File: config.mk
export PLATFORM = sky130hd
export DESIGN_NAME = mcc_ctrl_fsm
export DESIGN_NICKNAME = d
export VERILOG_FILES = /design/src/rtl/mcc_pkg.sv /design/src/rtl/mcc_next_state.sv /design/src/rtl/mcc_out_decode.sv /design/src/rtl/mcc_ctrl_fsm.sv
export SDC_FILE = /design/constraint.sdc
export NUM_CORES = 1
export LEC_CHECK = 0
export ABC_AREA = 0
export CAP_MARGIN = 20
export CORE_AREA = 5 5 42 44
export CTS_CLUSTER_DIAMETER = 200
export DETAILED_ROUTE_END_ITERATION = 7
export DIE_AREA = 0 0 47 49
export PLACE_DENSITY = 0.77
export SYNTH_ARGS = -nofsm -noshare
export SYNTH_HDL_FRONTEND = slang
export SYNTH_HIERARCHICAL = 1
export SYNTH_SLANG_ARGS = --single-unit
export TNS_END_PERCENT = 100
File: constraint.sdc
create_clock -name clk -period 2.8 [get_ports clk]
set_input_delay 0.28 -clock clk [delete_from_list [all_inputs] [get_ports clk]]
set_output_delay 0.28 -clock clk [all_outputs]
set_load 0.05 [all_outputs]
File: src/rtl/mcc_pkg.sv
package mcc_pkg;

  typedef enum logic [3:0] {
    ST_FETCH,
    ST_DECODE,
    ST_ADDR,
    ST_LD_MEM,
    ST_LD_WB,
    ST_ST_MEM,
    ST_R_EXEC,
    ST_R_WB,
    ST_BR_CMP,
    ST_JMP
  } mcc_state_e;

  typedef enum logic [1:0] {
    ALU_ADD   = 2'd0,
    ALU_SUB   = 2'd1,
    ALU_FUNCT = 2'd2
  } alu_class_e;

  localparam logic [1:0] PCS_ALU  = 2'd0;
  localparam logic [1:0] PCS_SAVE = 2'd1;
  localparam logic [1:0] PCS_JUMP = 2'd2;

  localparam logic [1:0] SRCB_REG  = 2'd0;
  localparam logic [1:0] SRCB_FOUR = 2'd1;
  localparam logic [1:0] SRCB_IMM  = 2'd2;
  localparam logic [1:0] SRCB_IMM4 = 2'd3;

  typedef struct packed {
    logic       mem_rd;
    logic       mem_wr;
    logic       addr_sel;
    logic       ir_wr;
    logic       pc_wr;
    logic       pc_wr_cond;
    logic [1:0] pc_src;
    logic       alu_src_a;
    logic [1:0] alu_src_b;
    alu_class_e alu_class;
    logic       rf_wr;
    logic       wr_reg_sel;
    logic       wr_data_sel;
  } mcc_ctrl_t;

endpackage

File: src/rtl/mcc_next_state.sv
module mcc_next_state
  import mcc_pkg::*;
#(
  parameter int unsigned   OPW   = 6,
  parameter logic [OPW-1:0] OP_R  = 'h00,
  parameter logic [OPW-1:0] OP_LW = 'h23,
  parameter logic [OPW-1:0] OP_SW = 'h2B,
  parameter logic [OPW-1:0] OP_BR = 'h04,
  parameter logic [OPW-1:0] OP_J  = 'h02
) (
  input  mcc_state_e     cur,
  input  logic [OPW-1:0] opcode,
  output mcc_state_e     nxt
);

  logic is_r, is_lw, is_sw, is_br, is_j;

  always_comb begin
    is_r  = (opcode == OP_R);
    is_lw = (opcode == OP_LW);
    is_sw = (opcode == OP_SW);
    is_br = (opcode == OP_BR);
    is_j  = (opcode == OP_J);
  end

  always_comb begin
    nxt = ST_FETCH;
    unique case (cur)
      ST_FETCH:  nxt = ST_DECODE;
      ST_DECODE: begin
        if (is_r)               nxt = ST_R_EXEC;
        else if (is_lw || is_sw) nxt = ST_ADDR;
        else if (is_br)         nxt = ST_BR_CMP;
        else if (is_j)          nxt = ST_JMP;
        else                    nxt = ST_FETCH;
      end
      ST_ADDR: begin
        if (is_lw)      nxt = ST_LD_MEM;
        else if (is_sw) nxt = ST_ST_MEM;
        else            nxt = ST_FETCH;
      end
      ST_LD_MEM: nxt = ST_LD_WB;
      ST_R_EXEC: nxt = ST_R_WB;
      default:   nxt = ST_FETCH;
    endcase
  end

endmodule

File: src/rtl/mcc_out_decode.sv
module mcc_out_decode
  import mcc_pkg::*;
(
  input  mcc_state_e cur,
  output mcc_ctrl_t  ctl
);

  always_comb begin
    ctl = '{default: '0, alu_class: ALU_ADD};
    unique case (cur)
      ST_FETCH: begin
        ctl.mem_rd    = 1'b1;
        ctl.ir_wr     = 1'b1;
        ctl.pc_wr     = 1'b1;
        ctl.pc_src    = PCS_ALU;
        ctl.alu_src_b = SRCB_FOUR;
      end
      ST_DECODE: ctl.alu_src_b = SRCB_IMM4;
      ST_ADDR: begin
        ctl.alu_src_a = 1'b1;
        ctl.alu_src_b = SRCB_IMM;
      end
      ST_LD_MEM: begin
        ctl.mem_rd   = 1'b1;
        ctl.addr_sel = 1'b1;
      end
      ST_LD_WB: begin
        ctl.rf_wr       = 1'b1;
        ctl.wr_data_sel = 1'b1;
      end
      ST_ST_MEM: begin
        ctl.mem_wr   = 1'b1;
        ctl.addr_sel = 1'b1;
      end
      ST_R_EXEC: begin
        ctl.alu_src_a = 1'b1;
        ctl.alu_src_b = SRCB_REG;
        ctl.alu_class = ALU_FUNCT;
      end
      ST_R_WB: begin
        ctl.rf_wr      = 1'b1;
        ctl.wr_reg_sel = 1'b1;
      end
      ST_BR_CMP: begin
        ctl.alu_src_a  = 1'b1;
        ctl.alu_src_b  = SRCB_REG;
        ctl.alu_class  = ALU_SUB;
        ctl.pc_wr_cond = 1'b1;
        ctl.pc_src     = PCS_SAVE;
      end
      ST_JMP: begin
        ctl.pc_wr  = 1'b1;
        ctl.pc_src = PCS_JUMP;
      end
      default: ;
    endcase
  end

endmodule

File: src/rtl/mcc_ctrl_fsm.sv
module mcc_ctrl_fsm
  import mcc_pkg::*;
#(
  parameter int unsigned   OPW   = 6,
  parameter logic [OPW-1:0] OP_R  = 'h00,
  parameter logic [OPW-1:0] OP_LW = 'h23,
  parameter logic [OPW-1:0] OP_SW = 'h2B,
  parameter logic [OPW-1:0] OP_BR = 'h04,
  parameter logic [OPW-1:0] OP_J  = 'h02
) (
  input  logic           clk,
  input  logic           rst,
  input  logic [OPW-1:0] opcode,
  input  logic           alu_zero,
  output logic           mem_rd,
  output logic           mem_wr,
  output logic           addr_sel,
  output logic           ir_wr,
  output logic           pc_wr,
  output logic           pc_wr_cond,
  output logic           pc_en,
  output logic [1:0]     pc_src,
  output logic           alu_src_a,
  output logic [1:0]     alu_src_b,
  output logic [1:0]     alu_class,
  output logic           rf_wr,
  output logic           wr_reg_sel,
  output logic           wr_data_sel
);

  mcc_state_e state_q, state_d;
  mcc_ctrl_t  ctl;

  always_ff @(posedge clk) begin
    if (rst) state_q <= ST_FETCH;
    else     state_q <= state_d;
  end

  mcc_next_state #(
    .OPW(OPW), .OP_R(OP_R), .OP_LW(OP_LW), .OP_SW(OP_SW),
    .OP_BR(OP_BR), .OP_J(OP_J)
  ) u_next (
    .cur(state_q),
    .opcode(opcode),
    .nxt(state_d)
  );

  mcc_out_decode u_out (
    .cur(state_q),
    .ctl(ctl)
  );

  always_comb begin
    mem_rd      = ctl.mem_rd;
    mem_wr      = ctl.mem_wr;
    addr_sel    = ctl.addr_sel;
    ir_wr       = ctl.ir_wr;
    pc_wr       = ctl.pc_wr;
    pc_wr_cond  = ctl.pc_wr_cond;
    pc_en       = ctl.pc_wr | (ctl.pc_wr_cond & alu_zero);
    pc_src      = ctl.pc_src;
    alu_src_a   = ctl.alu_src_a;
    alu_src_b   = ctl.alu_src_b;
    alu_class   = ctl.alu_class;
    rf_wr       = ctl.rf_wr;
    wr_reg_sel  = ctl.wr_reg_sel;
    wr_data_sel = ctl.wr_data_sel;
  end

endmodule

==> results.cfg <==
[place]
io_buffers = 25
place_area_um2 = 731
dpl.cell_count = 93
place_congestion = 0.799
hpwl_um = 918

[global_routing]
grt_remaining_overflow = 0
grt_start_max_net_pins = 20
antenna_found_initial = 0
grt_pass1_vias = 467
grt_util_all_layers_pct = 12.0
grt_pass1_wl_um = 2010

[clock_tree]
post_cts.repair.setup_buffers = 0
numCtsBuffers = 3
tritoncts = yes
root_buffer = clkbuf_4
cts_max_level = 1
cts_hold_buf = 0
cts.path.max_buffers = 2
clk_pin_slew_ns = 0.04
clkLatencyLatePin_ns = 0.25
cts_resized = 0
cts.sinks = 4

[power]
p_clk_share_pct = 34.7
swShare_pct = 35.0
ir_worst_vdd_mv = 0.233
internal_power_mw = 0.140
power.leakage_nw = 0.253
p_seq_share_pct = 30.4
comb_power_share_pct = 34.9
power_density_mw_per_mm2 = 286
net-switching-power_mw = 0.0756

[setup_path]
arrival_ns = 2.24
cp-start-kind = flop
endpoint_kind = output port
path_class = flop to output port
critPathMaxFanout = 19
worstPathRequired_ns = 2.52

[timing]
final-hold-violation-count = 0
finalCritPeriodShare_pct = 90.0
max_slew_margin_pct = 53.6
setup_viol = 0
report.final.slew_viol_count = 0
rsz0062_at_grt = no
finalCriticalPeriod_ns = 2.52
skew_ns = 0.0102
setup_tns_ns = 0
tightest_slew_ns = 0.695
fmax_mhz = 397

[synthesis]
ys_seq_elements = 4
syn_area_um2 = 499
synth_edf_count = 0
ys_top_cells_by_area = dfxtp_1, buf_4, nor2b_1, nor3_1, nor3b_2
yosys.area.top_type_share_pct = 16.0
synth_common_cells = nor3_1, buf_4, dfxtp_1, nor2b_1
yosysMostFrequentCell = nor3_1
syn_inst = 57
async_reset_ff_share_pct = 0
synth_top_area_cell = dfxtp_1
syn-num-nets = 66
ys_warn_count = 6
avgSynthCellArea_um2 = 8.76
ys.flop_type = dfxtp_1
seq_area_frac_synth_pct = 16.0
synth_cell_types = 35

[finish]
fillerInstances = 136
drive_above_1_share_pct = 16.3
reg.largest.list = state_q (4)
areaGrowthSynthToFinish_pct = 50.9
fin_cells = 96
largest_reg_flops = 4
final_area_um2 = 753
fin_nets = 91
n_antenna_cell = 0
regMostFlops = state_q

[detailed_routing]
routed_wl_um = 1270
antenna_left = 0
wl_per_cell_um = 13.2
drcViolationCount = 0
firstDrtPassIters = 4
avgViaCountPerCell = 5.31
drtIter0Drc = 4
vias = 510

[worst_hold_path]
hp-class = primary input to flop

[flow_run]
maxCapViolCount = 0

[outcome]
status = finished, final reports clean

[floorplanning]
dieArea_mm2 = 0.00230
core_mm2 = 0.00140
start_util_pct = 35.6
pin_count = 26
die_h_um = 49
rows = 14
die_width_um = 47
==> power by group through the flow <==
stage | combinational [mW] | clock (mW) | sequential, mW
floorplan | 0.0492 | 0 | 0.0620
global placement | 0.0751 | 0 | 0.0662
detailed placement | 0.0755 | 0 | 0.0664
CTS | 0.0757 | 0.0788 | 0.0655
global route | 0.0797 | 0.0831 | 0.0662
finish | 0.0752 | 0.0749 | 0.0657
==> kinds of logic after synthesis <==
logic type / count (synthesis) / share of synthesized area [%]
xor+xnor: 4 / 8.52
compound gates: 9 / 14.5
buf+inv: 6 / 9.27
flops: 4 / 16.0
simple gates: 34 / 51.6
==> metrics by stage <==
| step | utilization (%) | setup slack [ns] | hold slack, ns | power, mW |
|---|---|---|---|---|
| detailed placement | 52.1 | 0.520 | 0.899 | 0.142 |
| global route | 53.8 | 0.109 | 0.681 | 0.229 |
| finish | 53.8 | 0.279 | 0.644 | 0.216 |
| CTS | 53.8 | 0.251 | 0.643 | 0.220 |
| floorplan | - | 0.196 | 0.352 | 0.111 |
| global placement | 52.1 | 0.582 | 0.882 | 0.141 |
==> worst max-delay path, stage by stage, from the launching register on <==
cell and delay, ns:
dfxtp_1 0.52, nor4b_2 0.51, a21o_1 0.18, clkdlybuf4s50_1 0.79
==> layout make-up <==
cell class	count	area, µm²	area share, %
well taps	16	20.0	2.66
multi-input cells	47	373	49.5
repair buffers	26	258	34.2
clock buffers	3	22.5	2.99
flip-flops and latches	4	80.1	10.6
==> cells in the final DEF, fill, tap and decap left out, types with 2 or more instances in the layout <==
cell	netlist	final
nor3_1	5	5
xnor2_1	2	2
nor2b_1	4	4
nand4_1	2	2
a21oi_1	2	2
nor3b_1	3	3
nor2_1	3	3
nor3b_2	2	2
clkbuf_4	0	3
dfxtp_1	4	4
clkdlybuf4s50_1	0	25
nor4_1	2	2
==> final timing paths <==
kind / from / depth (start not counted) / to / slack, ns
setup / recovery: state_q[1] / 3 / pc_en / 0.28
hold / removal: rst / 2 / state_q[3] / 0.64
setup reg to reg: state_q[1] / 4 / state_q[0] / 1.11
hold reg to reg: state_q[0] / 2 / state_q[3] / 0.90
==> per-layer routing <==
layer | vias to the layer above | share of wire (%) | global-route usage (%)
li1 | 259 | - | -
met1 | 219 | 44 | 15.0
met2 | 30 | 42 | 17.0
met3 | 2 | 13 | 6.64
met4 | 0 | 0.79 | 4.15
met5 | - | 0 | 0
No activity file was read; power rests on OpenSTA's default activity.
